**src/rtl/adc_ser_pkg.sv**
```systemverilog
package adc_ser_pkg;

  // Output phases of a frame, derived from the falling-edge count.
  typedef enum logic [2:0] {
    PH_QUIET  = 3'd0,
    PH_MARK   = 3'd1,
    PH_DESC   = 3'd2,
    PH_ASC    = 3'd3,
    PH_TAIL   = 3'd4
  } ser_phase_e;

  // Classify a falling-edge count into a phase.
  function automatic ser_phase_e phase_of(input int cnt, input int quiet, input int width);
    if (cnt <= quiet)                      return PH_QUIET;
    else if (cnt == quiet + 1)             return PH_MARK;
    else if (cnt <= quiet + 1 + width)     return PH_DESC;
    else if (cnt <= quiet + 2 * width)     return PH_ASC;
    else                                   return PH_TAIL;
  endfunction

endpackage

```
**src/rtl/adc_ser_edge_sync.sv**
```systemverilog
module adc_ser_edge_sync #(
  parameter int   STAGES  = 2,
  parameter logic RST_VAL = 1'b0
) (
  input  logic clk,
  input  logic rst_n,
  input  logic din,
  output logic level_o,
  output logic rise_o,
  output logic fall_o
);

  localparam int DEPTH = STAGES + 1;

  logic [DEPTH-1:0] pipe_q;

  always_ff @(posedge clk or negedge rst_n) begin
    if (!rst_n) pipe_q <= {DEPTH{RST_VAL}};
    else        pipe_q <= {pipe_q[DEPTH-2:0], din};
  end

  assign level_o = pipe_q[STAGES-1];
  assign rise_o  =  pipe_q[STAGES-1] & ~pipe_q[STAGES];
  assign fall_o  = ~pipe_q[STAGES-1] &  pipe_q[STAGES];

endmodule

```
**src/rtl/adc_ser_frame_ctrl.sv**
```systemverilog
module adc_ser_frame_ctrl #(
  parameter int DATA_W = 12,
  parameter int QUIET  = 1,
  parameter int CNT_W  = 5
) (
  input  logic              clk,
  input  logic              rst_n,
  input  logic              cs_low_i,
  input  logic              cs_fall_i,
  input  logic              sclk_lvl_i,
  input  logic              sclk_rise_i,
  input  logic              sclk_fall_i,
  input  logic [DATA_W-1:0] sample_i,
  output logic [DATA_W-1:0] word_o,
  output logic [CNT_W-1:0]  cnt_o
);

  // Count at which the sequence ends and the counter saturates.
  localparam int CNT_MAX = QUIET + 1 + 2 * DATA_W;
  localparam logic [CNT_W-1:0] CNT_TOP = CNT_W'(CNT_MAX);

  logic [DATA_W-1:0] word_q;
  logic [CNT_W-1:0]  cnt_q;
  logic              armed_q;

  always_ff @(posedge clk or negedge rst_n) begin
    if (!rst_n) begin
      word_q  <= '0;
      cnt_q   <= '0;
      armed_q <= 1'b0;
    end else begin
      if (cs_fall_i) word_q <= sample_i;
      if (!cs_low_i) begin
        cnt_q   <= '0;
        armed_q <= 1'b0;
      end else begin
        if (sclk_rise_i) armed_q <= 1'b1;
        if (sclk_fall_i && armed_q && cnt_q != CNT_TOP) cnt_q <= cnt_q + 1'b1;
      end
    end
  end

  assign word_o = word_q;
  assign cnt_o  = cnt_q;

  AST_CNT_ONLY_ON_FALL: assert property (@(posedge clk) disable iff (!rst_n)
    (cs_low_i && !sclk_fall_i) |=> $stable(cnt_q));
  AST_WORD_HELD: assert property (@(posedge clk) disable iff (!rst_n)
    (cs_low_i && !cs_fall_i) |=> $stable(word_q));
  AST_CNT_BOUND: assert property (@(posedge clk) disable iff (!rst_n)
    cnt_q <= CNT_TOP);
  AST_IDLE_CLEAR: assert property (@(posedge clk) disable iff (!rst_n)
    !cs_low_i |=> (cnt_q == '0));
  AST_UNARMED_HOLD: assert property (@(posedge clk) disable iff (!rst_n)
    (cs_low_i && !armed_q) |=> $stable(cnt_q));
  AST_ARM_ON_HIGH: assert property (@(posedge clk) disable iff (!rst_n)
    $rose(armed_q) |-> sclk_lvl_i);

endmodule

```
**src/rtl/adc_ser_bit_select.sv**
```systemverilog
module adc_ser_bit_select
  import adc_ser_pkg::*;
#(
  parameter int DATA_W = 12,
  parameter int QUIET  = 1,
  parameter int CNT_W  = 5
) (
  input  logic              clk,
  input  logic              rst_n,
  input  logic              cs_low_i,
  input  logic [DATA_W-1:0] word_i,
  input  logic [CNT_W-1:0]  cnt_i,
  output logic              dout_o,
  output logic              dout_oe_o
);

  localparam int MARK_POS  = QUIET + 1;
  localparam int LAST_DESC = MARK_POS + DATA_W;
  localparam int IDX_W     = (DATA_W > 1) ? $clog2(DATA_W) : 1;

  ser_phase_e       phase;
  logic [IDX_W-1:0] idx;
  logic             bit_nxt;
  logic             oe_nxt;
  logic             dout_q;
  logic             oe_q;

  always_comb begin
    phase   = phase_of(int'(cnt_i), QUIET, DATA_W);
    idx     = '0;
    bit_nxt = 1'b0;
    unique case (phase)
      PH_DESC: begin
        idx     = IDX_W'(LAST_DESC - int'(cnt_i));
        bit_nxt = word_i[idx];
      end
      PH_ASC: begin
        idx     = IDX_W'(int'(cnt_i) - LAST_DESC);
        bit_nxt = word_i[idx];
      end
      default: bit_nxt = 1'b0;
    endcase
    oe_nxt = cs_low_i && (phase != PH_QUIET);
  end

  always_ff @(posedge clk or negedge rst_n) begin
    if (!rst_n) begin
      dout_q <= 1'b0;
      oe_q   <= 1'b0;
    end else begin
      oe_q   <= oe_nxt;
      dout_q <= oe_nxt & bit_nxt;
    end
  end

  assign dout_o    = dout_q;
  assign dout_oe_o = oe_q;

  AST_QUIET_OFF: assert property (@(posedge clk) disable iff (!rst_n)
    (cs_low_i && int'(cnt_i) <= QUIET) |=> !dout_oe_o);
  AST_MARK_ZERO: assert property (@(posedge clk) disable iff (!rst_n)
    (cs_low_i && int'(cnt_i) == MARK_POS) |=> (dout_oe_o && !dout_o));
  AST_TAIL_ZERO: assert property (@(posedge clk) disable iff (!rst_n)
    (cs_low_i && int'(cnt_i) == LAST_DESC + DATA_W) |=> (dout_oe_o && !dout_o));
  AST_IDLE_QUIET: assert property (@(posedge clk) disable iff (!rst_n)
    !cs_low_i |=> (!dout_oe_o && !dout_o));

endmodule

```
**src/rtl/adc_serial_tx.sv**
```systemverilog
module adc_serial_tx #(
  parameter int DATA_W      = 12,
  parameter int SYNC_STAGES = 2,
  parameter int QUIET       = 1
) (
  input  logic              clk,
  input  logic              rst_n,
  input  logic              cs_n,
  input  logic              sclk,
  input  logic [DATA_W-1:0] sample,
  output logic              dout,
  output logic              dout_oe
);

  localparam int CNT_MAX = QUIET + 1 + 2 * DATA_W;
  localparam int CNT_W   = $clog2(CNT_MAX + 1);

  logic              cs_lvl, cs_rise, cs_fall;
  logic              sclk_lvl, sclk_rise, sclk_fall;
  logic [DATA_W-1:0] word;
  logic [CNT_W-1:0]  cnt;

  adc_ser_edge_sync #(.STAGES(SYNC_STAGES), .RST_VAL(1'b1)) u_cs_sync (
    .clk(clk), .rst_n(rst_n), .din(cs_n),
    .level_o(cs_lvl), .rise_o(cs_rise), .fall_o(cs_fall)
  );

  adc_ser_edge_sync #(.STAGES(SYNC_STAGES), .RST_VAL(1'b0)) u_sclk_sync (
    .clk(clk), .rst_n(rst_n), .din(sclk),
    .level_o(sclk_lvl), .rise_o(sclk_rise), .fall_o(sclk_fall)
  );

  adc_ser_frame_ctrl #(.DATA_W(DATA_W), .QUIET(QUIET), .CNT_W(CNT_W)) u_frame (
    .clk(clk), .rst_n(rst_n),
    .cs_low_i(~cs_lvl), .cs_fall_i(cs_fall),
    .sclk_lvl_i(sclk_lvl), .sclk_rise_i(sclk_rise), .sclk_fall_i(sclk_fall),
    .sample_i(sample), .word_o(word), .cnt_o(cnt)
  );

  adc_ser_bit_select #(.DATA_W(DATA_W), .QUIET(QUIET), .CNT_W(CNT_W)) u_bits (
    .clk(clk), .rst_n(rst_n), .cs_low_i(~cs_lvl),
    .word_i(word), .cnt_i(cnt),
    .dout_o(dout), .dout_oe_o(dout_oe)
  );

  AST_RELEASE_ON_CS_RISE: assert property (@(posedge clk) disable iff (!rst_n)
    cs_rise |=> !dout_oe);
  AST_OUT_ONLY_AFTER_FALL: assert property (@(posedge clk) disable iff (!rst_n)
    (!cs_rise && !cs_fall && !$past(sclk_fall)) |=> $stable(dout));

endmodule

```
**config.mk**
```make
export PLATFORM = sky130hd
export DESIGN_NAME = adc_serial_tx
export DESIGN_NICKNAME = d
export VERILOG_FILES = /design/src/rtl/adc_ser_pkg.sv /design/src/rtl/adc_ser_edge_sync.sv /design/src/rtl/adc_ser_frame_ctrl.sv /design/src/rtl/adc_ser_bit_select.sv /design/src/rtl/adc_serial_tx.sv
export SDC_FILE = /design/constraint.sdc
export NUM_CORES = 1
export LEC_CHECK = 0
export BUFFER_PORTS_ARGS = -buffer_cell sky130_fd_sc_hd__buf_4
export CAP_MARGIN = 5
export CORE_AREA = 2 2 61 63
export CTS_BUF_LIST = sky130_fd_sc_hd__clkbuf_2
export CTS_CLUSTER_SIZE = 40
export DETAILED_ROUTE_END_ITERATION = 8
export DIE_AREA = 0 0 63 65
export PLACE_DENSITY = 0.59
export SETUP_SLACK_MARGIN = 0.5
export SLEW_MARGIN = 15
export SYNTH_ARGS = -nofsm -noshare
export SYNTH_HDL_FRONTEND = slang
export SYNTH_SLANG_ARGS = --single-unit
```
**constraint.sdc**
```tcl
create_clock -name clk -period 2.7 [get_ports clk]
set_input_delay 0.405 -clock clk [delete_from_list [all_inputs] [get_ports clk]]
set_output_delay 0.405 -clock clk [all_outputs]
set_load 0.05 [all_outputs]
```
==> impl_metrics.tcl <==
set metrics [dict create \
    status "complete, no violations" \
    min_to "u_cs_sync.pipe_q[0]" \
    cp_common_cell "a311oi_1" \
    fillers 352 \
    worstSetupEndpointType "flip-flop" \
    path_class "reg2reg" \
    holdCritStartpoint "cs_n" \
    die_h_um 65 \
    grt_pass1_wl_um 3840 \
    r2r_cells 7 \
    whs_path_depth 1 \
    finalHoldViolations 0 \
    initial_core_util_pct 37.7 \
    nets 138 \
    fmax_mhz 521 \
    setup_violations 0 \
    path_buf_inv 1 \
    vias 811 \
    cp-start-kind "flip-flop" \
    grt_overflow 0 \
    cp.arrival_ps 2180 \
    ys_ff_latch 26 \
    drt-initial-drc-count 15 \
    max-cap-violations 0 \
    grtUsageMet3_pct 2.60 \
    fin_crit_sh_pct 71.1 \
    ys_types 29 \
    slew_headroom_pct 32.4 \
    fin_util_pct 43.8 \
    ys_warn_count 0 \
    dr.pass1.iters 4 \
    grt_pass1_vias 823 \
    tightest_slew_ps 1010 \
    crit_path_max_incr_delay_ps 570 \
    diodes 0 \
    min-delay-path-class "in2reg" \
    synth_area_leaders "dfrtp_1, mux4_1, mux2_1, dfstp_2, ha_1" \
    synth_top_area_share_pct 43.6 \
    power_uw 790 \
    grt-busiest-layer "met2" \
    dieArea_um2 4100 \
    path_delay_family "flip-flops" \
    coreArea_um2 3500 \
    clock_skew_ps 2.50 \
    clk_pin_slew_ps 240 \
    post-place-ws_ps 669 \
    grt_max_degree 27 \
    grt_setup_unrepaired "false" \
    synth_seq_area_share_pct 49.6 \
    port_buffers 17 \
    ys.flop_type "dfrtp_1" \
    synth-edff-count 0 \
    peakVddDrop_uv 318 \
    r2r-start "u_frame.cnt_o[0]" \
    drive_gt1_share_pct 22.4 \
    antenna_left 0 \
    place_area_um2 1480 \
    synth_cells 98 \
    slowest_stage "dfrtp_2" \
    path_cells "inv_1 -> ha_1 -> mux4_1 -> mux2i_1 -> nor2_1 -> a311oi_1 -> a311oi_1" \
    yosysTopAreaCell "dfrtp_1" \
    drc 0 \
    tritoncts "built" \
    area_delta_synth_final_pct 16.1 \
    slew_viol_final 0 \
    netlist_area_um2 1320 \
    place_congestion 0.764 \
    post_drt_wl_per_cell_um 12.9 \
    crit_path_max_fanout 11 \
    num_io_pins 18 \
    via_per_inst 4.95 \
    setup_ws_ps 781 \
    die_w_um 63 \
    clkLatencyLatePin_ps 350 \
    power_density_nw_per_um2 516 \
    cts_inserted_buffers 3 \
    fin_tns_setup_ps 0 \
    antenna_found_initial 0 \
    rrSetupSlack_ps 780 \
    syn_nets 119 \
    cts.sinks 26 \
    use_met2_pct 21.0 \
    wl_um 2120 \
    reg2reg_to "u_bits.dout_o" \
    required_ps 2970 \
    htreeDepth 1 \
    root_buffer "clkbuf_2" \
    min_period_ps 1920 \
    syn_area_per_cell_um2 13.5 \
    post-route-cell-area_um2 1530 \
    rows 22 \
    use_met1_pct 14.7 \
    globalRouteTotalUtil_pct 12.2 \
    synthArstFlopShare_pct 100 \
    leakage_uw 0.000666 \
    cts_buffer_depth 2 \
]
-- where the power goes --
| part | leakage, uW | internal (uW) | switching, uW |
|---|---|---|---|
| combinational | 0.000323 | 58.9 | 34.2 |
| sequential | 0.000316 | 425 | 26.5 |
| clock | 0.0000266 | 127 | 117 |
-- per-layer routing --
layer / vias up / share of wire (%)
met5: - / 0
met2: 13 / 50
met3: 4 / 3.4
met1: 405 / 45
li1: 389 / -
met4: 0 / 1.3
-- state kept, by name, indices dropped and copies added, names as in the netlist --
register	flops
u_frame.word_o	12
u_frame.cnt_o	5
u_cs_sync.pipe_q	3
u_sclk_sync.pipe_q	3
u_bits.dout_o	1
u_bits.dout_oe_o	1
u_frame.armed_q	1
-- metrics by stage --
step	cells	hold WS, ps
2_1_floorplan	98	109
3_3_place_gp	159	331
3_5_place_dp	159	333
4_1_cts	164	90.9
5_1_grt	164	34.8
6_report	164	118
-- cells in the mapped netlist (2+ instances only) --
library cell and count:
dfrtp_1 23, mux2_1 12, nor2_1 9, mux4_1 6
ha_1 5, nand2_1 5, a21oi_1 4, inv_1 4
dfstp_2 3, nand2b_1 3, xnor2_1 3, a311oi_1 2
buf_6 2, xor2_1 2
-- cell usage in the layout, fill, tap and decap left out, types with 3 or more instances in the layout --
| cell | n |
|---|---|
| mux4_1 | 6 |
| dfstp_2 | 3 |
| nor2_1 | 9 |
| nand2_1 | 5 |
| ha_1 | 5 |
| a21oi_1 | 4 |
| xnor2_1 | 3 |
| dfrtp_1 | 22 |
| buf_4 | 17 |
| inv_1 | 4 |
| mux2_1 | 12 |
| clkbuf_2 | 3 |
| nand2b_1 | 3 |
-- area by class of cell --
type	instances	area, um2	share of cell area [%]
sequential	26	656	42.8
timing repair buffer	18	138	8.99
inverter	4	15.0	0.980
clock buffer	3	15.0	0.980
multi-input combinational	64	618	40.4
tap	48	60.1	3.92
clock inverter	1	30.0	1.96
-- kinds of logic (layout without fill, tap and decap cells) --
logic type	Yosys count	in the layout	share of synthesized area [%]
mux	19	19	23.0
fa+ha+maj	5	5	4.74
flops	26	26	49.6
compound gates	13	13	7.02
xor+xnor	6	6	4.56
buf+inv	8	26	3.51
simple gates	21	21	7.59
-- worst max-delay path by stage --
stage          slack [ps]       endpoint             start  cells past startpoint
6_report              780  u_bits.dout_o  u_frame.cnt_o[0]                      7
4_1_cts               640  u_bits.dout_o  u_frame.cnt_o[0]                      7
3_5_place_dp          670  u_bits.dout_o  u_frame.cnt_o[0]                      7
3_3_place_gp          760  u_bits.dout_o  u_frame.cnt_o[0]                      7
2_1_floorplan         950  u_bits.dout_o  u_frame.cnt_o[0]                      8
5_1_grt               620  u_bits.dout_o  u_frame.cnt_o[0]                      7
-- what timing repair did --
item,in CTS,in global routing
endpoints found under the setup margin,0,1
gates resized for setup,0,1
buffers inserted,0,0
endpoints found under the hold margin,23,0
hold buffers,1,0
No activity file was read; power rests on OpenSTA's default activity.
